$ cat config.mk
export PLATFORM = sky130hd
export DESIGN_NAME = fp32_narrow_cvt
export DESIGN_NICKNAME = d
export VERILOG_FILES = /design/src/rtl/fp32_narrow_cvt.sv
export SDC_FILE = /design/constraint.sdc
export NUM_CORES = 1
export LEC_CHECK = 0
export ABC_AREA = 1
export BUFFER_PORTS_ARGS = -buffer_cell sky130_fd_sc_hd__buf_4
export CORE_MARGIN = 4
export CORE_UTILIZATION = 50
export DETAILED_ROUTE_END_ITERATION = 16
export PLACE_DENSITY = 0.64
export SLEW_MARGIN = 5
export SYNTH_ARGS = -nofsm -noshare
export SYNTH_HDL_FRONTEND = slang
export SYNTH_SLANG_ARGS = --single-unit
$ cat constraint.sdc
create_clock -name clk -period 26.7 [get_ports clk]
set_clock_uncertainty 0.05 [all_clocks]
set_input_delay 0 -clock clk [delete_from_list [all_inputs] [get_ports clk]]
set_output_delay 0 -clock clk [all_outputs]
set_load 0.01 [all_outputs]
$ cat src/rtl/fp32_narrow_cvt.sv
module fp32_narrow_cvt (
  input  logic        clk,
  input  logic        rst_n,
  input  logic        in_valid,
  output logic        in_ready,
  input  logic [31:0] in_data,
  input  logic [1:0]  in_fmt,
  input  logic        in_stoch,
  input  logic [15:0] in_rand,
  output logic        out_valid,
  input  logic        out_ready,
  output logic [15:0] out_data
);

  function automatic logic [15:0] narrow(input logic [31:0] x, input logic [1:0] f,
                                         input logic st, input logic [15:0] rn);
    int          mb, bias, te, d;
    logic [63:0] sig, kept, rem, mag, lim, one_d;
    logic        sat, up;
    logic [15:0] nan_c, inf_c, sbit;
    case (f)
      2'd1:    begin mb = 3; bias = 7;   lim = 64'd126;   sat = 1'b1; nan_c = 16'h007F; inf_c = 16'h007E; end
      2'd2:    begin mb = 2; bias = 15;  lim = 64'd123;   sat = 1'b0; nan_c = 16'h007E; inf_c = 16'h007C; end
      default: begin mb = 7; bias = 127; lim = 64'h7F7F;  sat = 1'b0; nan_c = 16'h7FC0; inf_c = 16'h7F80; end
    endcase
    sbit = !x[31] ? 16'h0000 : ((f == 2'd1 || f == 2'd2) ? 16'h0080 : 16'h8000);
    if (x[30:23] == 8'hFF)
      return sbit | ((x[22:0] != 23'd0) ? nan_c : inf_c);
    sig   = {40'd0, |x[30:23], x[22:0]};
    te    = ((x[30:23] == 8'd0) ? 1 : int'({24'd0, x[30:23]})) - 127 + bias;
    d     = 23 - mb + ((te < 1) ? 1 - te : 0);
    if (d > 40) d = 40;
    one_d = 64'd1 << d;
    kept  = sig >> d;
    rem   = sig & (one_d - 64'd1);
    if (st) up = (rem + (64'(rn) << (d - 16))) >= one_d;
    else    up = (rem > (one_d >> 1)) || ((rem == (one_d >> 1)) && kept[0]);
    mag = kept + 64'(up) + ((te > 1) ? (64'(te - 1) << mb) : 64'd0);
    if (mag > lim) mag = sat ? lim : 64'(inf_c);
    return sbit | mag[15:0];
  endfunction

  logic        v1, v2, adv2;
  logic [31:0] d1;
  logic [1:0]  f1;
  logic        s1;
  logic [15:0] r1, q2;

  assign adv2      = !v2 || out_ready;
  assign in_ready  = !v1 || adv2;
  assign out_valid = v2;
  assign out_data  = q2;

  always_ff @(posedge clk) begin
    if (!rst_n) begin
      v1 <= 1'b0;
      v2 <= 1'b0;
    end else begin
      if (in_ready) v1 <= in_valid;
      if (adv2)     v2 <= v1;
    end
  end

  always_ff @(posedge clk) begin
    if (in_ready && in_valid) begin
      d1 <= in_data;
      f1 <= in_fmt;
      s1 <= in_stoch;
      r1 <= in_rand;
    end
    if (adv2 && v1) q2 <= narrow(d1, f1, s1, r1);
  end

endmodule


# ---- Word-level counts from Yosys, hierarchy flattened
# Cells that the tools add are included.
dict set report word_totals {
  elab_cells 79
  output_inout_bits 18
  in_bits 55
  reg_bits 69
}
dict set report op_classes {
  muxes 32
  n_eq_ne 4
  order_cmp 6
  n_reduce_logical 12
  n_shift 4
  bitwise 3
  addsub 11
}
# cell count
set ops {}
lappend ops {{two-way mux 32 bit} 6}
lappend ops {{two-way mux 16 bit} 11}
lappend ops {{adder 64 bit} 2}
lappend ops {{two-way mux 64 bit} 2}
lappend ops {{case mux 15 bit (2 select lines)} 3}
lappend ops {{adder 64 x 1 -> 64 bit} 1}
lappend ops {{AND 24 x 64 -> 64 bit} 1}
lappend ops {{== test 64 x 63 -> 1 bit} 1}
lappend ops {{>= comparator 64 bit} 1}
lappend ops {{> comparator 64 x 63 -> 1 bit} 1}
lappend ops {{> comparator 64 bit} 1}
lappend ops {{left shift 1 x 32 -> 64 bit (first input constant)} 1}
lappend ops {{left shift 16 x 32 -> 64 bit} 1}
lappend ops {{left shift 64 x 32 -> 64 bit} 1}
lappend ops {{right shift 24 x 32 -> 64 bit} 1}
lappend ops {{subtractor 64 x 1 -> 64 bit (second input constant)} 1}
lappend ops {{subtractor 32 x 2 -> 33 bit (second input constant)} 1}
lappend ops {{adder 32 bit} 1}
lappend ops {{adder 9 x 32 -> 32 bit} 1}
lappend ops {{> comparator 32 x 2 -> 1 bit (second input constant)} 1}
lappend ops {{> comparator 32 x 7 -> 1 bit (second input constant)} 1}
lappend ops {{less-than comparator 32 x 2 -> 1 bit (second input constant)} 1}
lappend ops {{bitwise OR 16 bit} 2}
lappend ops {{subtractor 2 x 32 -> 32 bit (first input constant)} 1}
lappend ops {{16 further kinds} 28}

# ---- Longest topological paths before layout
dict set report depth {
  ltp_word 29
  depth_mapped 132
  depth_no_buf 131
}

# ---- Worst setup path before layout
# Ideal clock, no wire load.
dict set report synth_timing {
  kind {register -> register}
  from {register d1[25]}
  to {register q2[7] (netlist: out_data[7]) (data pin)}
  synth_period_minus_slack_ps 15759
  path_buffers 5
  arrival_time_ps 15449
  setup_ps 259
  setup_slack_ps 10941
  path_stages_with_launch 127
  cell_sequence {edfxtp_1 nand3_4 nor2_4 nand2_1 xor2_1 inv_1 ha_1 inv_1 nor3_1 nand2_1 nand2_1 nand2_1 ha_1 inv_1 nor2_1 nand4_1 nor2_1 nand4_1 (+91 left out) o21bai_1 a21o_1 a21oi_1 nor2_1 nand2_1 nor2_1 nand3_1 xor2_1 nand3_1 nor4_1 nand3_1 nor2_1 nand2_1 nor2_4 nand3_2 nand2_2 buf_6 nand3_1}
}
dict set report synth_between {
  elab_chain_len 28
  elab_cells_between_ends 43
  cone_classes {add/sub: 10; order compare: 6; eq/ne: 2; shift: 4; mux: 15; bitwise: 2; reduce/logical: 4}
}
# element line_no
set synth_rtl {}
lappend synth_rtl {{from (decl)} 44} ;# logic [31:0] d1;
lappend synth_rtl {{from (signal assigned)} 66} ;# d1 <= in_data;
lappend synth_rtl {{branches (longest 27 deep; another with adder 9 x 32 -> 32 bit)} n/a}
lappend synth_rtl {{two-way mux 16 bit *} 29} ;# sig = {40'd0, |x[30:23], x[22:0]};
lappend synth_rtl {{to (signal assigned)} 71} ;# if (adv2 && v1) q2 <= narrow(d1, f1, s1, r1);
lappend synth_rtl {{to (decl)} 47} ;# logic [15:0] r1, q2;
# Mark *: on every way between the ends. The select of a mux whose other input is x is not followed.
# A chain may end at the register's enable or synchronous reset.

# ---- Final worst setup path
# Same ends and word-level chain as after synthesis.

==> impl_metrics.env <==
export IMPL_status="complete, no violations"
export IMPL_pin_count=73
export IMPL_rsz0062_at_grt="false"
export IMPL_cts_resized=0
export IMPL_hold_path_class="in2reg"
export IMPL_async_reset_ff_share_pct=0
export IMPL_yosys_warnings=0
export IMPL_startpoint_type="flop"
export IMPL_cts_setup_buffers=0
export IMPL_initial_utilization_pct=50.6
export IMPL_crit_arrival_ns=21.50
export IMPL_cp_top_family="simple AND/OR/NAND/NOR gates"
export IMPL_port_buffers=72
export IMPL_synth_cell_types=71
export IMPL_antenna_found_initial=0
export IMPL_whs_path_depth=4
export IMPL_fin_crit_sh_pct=80.3
export IMPL_worstSetupPathType="reg2reg"
export IMPL_area_delta_synth_final_pct=11.9
export IMPL_r2r_setup_slack_ns=5.26
export IMPL_met2_usage_pct=55.5
export IMPL_pwr_density_cell_mw_per_mm2=69.0
export IMPL_netlist_area_mm2=0.0160
export IMPL_synth_area_leaders="ha_1 15%, nand2_1 15%, edfxtp_1 13%"
export IMPL_cp_required_ns=26.76
export IMPL_grt_use_met1_pct=40.3
export IMPL_drive_gt1_share_pct=6.73
export IMPL_use_met3_pct=3.07
export IMPL_via_per_inst=5.82
export IMPL_fp_row_count=65
export IMPL_finalWeightedCongestion=1.07
export IMPL_cts_sinks=69
export IMPL_drtIter0Drc=1601
export IMPL_synth_flop_cell="edfxtp_1"
export IMPL_numCtsBuffers=9
export IMPL_avgRoutedWirePerCell_um=17.9
export IMPL_num_nets_final=3055
export IMPL_die_w_um=187
export IMPL_num_antenna_cells=0
export IMPL_finalPower_mw=1.23
export IMPL_clkSlewWorstSetupHoldPaths_ns=0.06
export IMPL_grt_pass1_wl_mm=91.9
export IMPL_worst_slew_pin_slew_ns=0.918
export IMPL_ys_seq_area_share_pct=12.9
export IMPL_tns_ns=0
export IMPL_yosysMostFrequentCell="nand2_1"
export IMPL_design_area_mm2=0.0179
export IMPL_yosysTopAreaCellShare_pct=15.3
export IMPL_grt_max_degree=50
export IMPL_max_freq_ghz=0.0467
export IMPL_grt_pass1_vias=18000
export IMPL_peakVddDrop_mv=0.0623
export IMPL_max_slew_margin_pct=38.4
export IMPL_postRouteAntennaNets=0
export IMPL_r2r_start="d1[25]"
export IMPL_p_leak_nw=8.84
export IMPL_ff2ff_path_depth=116
export IMPL_crit_path_end_kind="flop"
export IMPL_hold_start="out_ready"
export IMPL_synth_cells=2672
export IMPL_slew_viol_final=0
export IMPL_crit_buf_inv=14
export IMPL_die_area_mm2=0.0348
export IMPL_grt_overflow_total=0
export IMPL_syn_mean_instance_area_um2=5.97
export IMPL_ctsHoldBuffers=55
export IMPL_cpMostUsedCell="a21oi_1"
export IMPL_finalHoldViolCount=0
export IMPL_max_stage_delay_ns=0.98
export IMPL_synth_top_area_cell="ha_1"
export IMPL_root_buffer="clkbuf_16"
export IMPL_place_area_mm2=0.0170
export IMPL_clock_latency_ns=0.37
export IMPL_remaining_drc_errors=0
export IMPL_grt_busiest_layer="met2"
export IMPL_ys_top_cells_by_count="634 x nand2_1, 352 x inv_1, 307 x nor2_1"
export IMPL_holdPathEnd="out_data[1]"
export IMPL_fill_cells=3242
export IMPL_ys_ff_latch=69
export IMPL_place_hpwl_mm=47.5
export IMPL_setup_viol=0
export IMPL_fin_crit_ns=21.44
export IMPL_clockBufferDepth=2
export IMPL_synth_edf_count=67
export IMPL_maxCapViolations=0
export IMPL_grtUsageTotal_pct=32.0
export IMPL_cts_tree="done"
export IMPL_cp_slowest_cell="clkinv_1"
export IMPL_r2r_end="out_data[7]"
export IMPL_drt_pass1_iterations=6
export IMPL_htree_levels=3
export IMPL_crit_start="d1[25]"
export IMPL_die_h_um=187
export IMPL_drt_wl_total_mm=57.3
export IMPL_core_area_mm2=0.0316
export IMPL_crit_fanout=35
export IMPL_vias=18700
[area by class of cell]
| cell class | count | area (um2) | share of cell area, % |
|---|---|---|---|
| multi-input combinational | 2211 | 12400 | 69.3 |
| inverter | 374 | 1410 | 7.89 |
| clock buffer | 10 | 229 | 1.28 |
| clock inverter | 5 | 100 | 0.561 |
| tap | 402 | 503 | 2.82 |
| sequential | 69 | 2050 | 11.5 |
| timing repair buffer | 139 | 1180 | 6.61 |
[stage by stage]
stage / setup slack [ns] / hold slack, ns / utilization, % / cells
floorplan: 10.94 / 0.0489 / - / 2716
global placement: 6.60 / 0.128 / 53.8 / 3140
detailed placement: 5.78 / 0.129 / 53.8 / 3140
CTS: 5.70 / 0.203 / 56.6 / 3210
global route: 2.99 / 0.274 / 56.6 / 3210
finish: 5.26 / 0.218 / 56.6 / 3210
[worst max-delay path by stage]
stage | endpoint | slack (ns) | depth (start not counted)
global route | out_data[7] | 2.99 | 114
floorplan | out_data[7] | 10.94 | 126
CTS | out_data[7] | 5.70 | 116
global placement | out_data[7] | 6.60 | 116
finish | out_data[7] | 5.26 | 116
detailed placement | out_data[7] | 5.78 | 116
[worst reg2reg max path, delay by kind of cell, from the launching register on]
family | cells | cell delay [ns]
compound gates | 35 | 5.94
xor+xnor | 3 | 0.45
fa+ha+maj | 7 | 2.18
buf+inv | 14 | 2.97
flops | 1 | 0.52
simple gates | 57 | 9.07
[sequential cells by signal, indices dropped and copies added (netlist names)]
name,flops
d1,32
out_data,16
r1,16
f1,2
out_valid,1
s1,1
v1,1
[cells by family after synthesis]
kind of cell / after synthesis / share of synthesized area (%)
compound gates: 428 / 15.2
xor+xnor: 96 / 5.39
fa+ha+maj: 196 / 15.4
buf+inv: 436 / 10.6
flops: 69 / 12.9
mux: 6 / 0.376
other cells: 2 / 0.0471
simple gates: 1439 / 40.1
[placed cells by master, fill, tap and decap left out, drive strengths merged, types with 9 or more instances in the layout]
cell type    synthesis  layout
or2                  9       9
a211oi              12      12
o21ai              141     141
xnor2               20      20
nor3                73      73
nand4               56      56
nor2               330     330
inv                367     367
o21bai              12      12
o21a                12      12
a21oi              169     169
nor4                22      22
clkbuf              30      10
ha                 195     195
buf                 32      84
nand3b               9       9
xor2                76      76
o211ai              11      11
conb                 2      46
edfxtp              67      67
a31oi               17      17
nand3              273     273
clkinv               7       9
dlygate4sd3          0      55
nand2              659     659
o22ai               23      23
[per-layer routing]
metal / up-vias / wire length, um / share of wire (%)
li1: 9187 / - / -
met1: 8623 / 24300 / 42
met2: 711 / 27100 / 47
met3: 150 / 3340 / 5.8
met4: 0 / 2610 / 4.6
met5: - / 0 / 0
[where the power goes]
group | total (mW) | internal (mW) | leakage, nW | switching, mW
registers | 0.131 | 0.127 | 0.664 | 0.00435
clock network | 0.139 | 0.0902 | 0.162 | 0.0489
logic | 0.962 | 0.309 | 8.02 | 0.653
total | 1.23 | 0.526 | 8.84 | 0.706
Power figures use the tool's default switching activity.
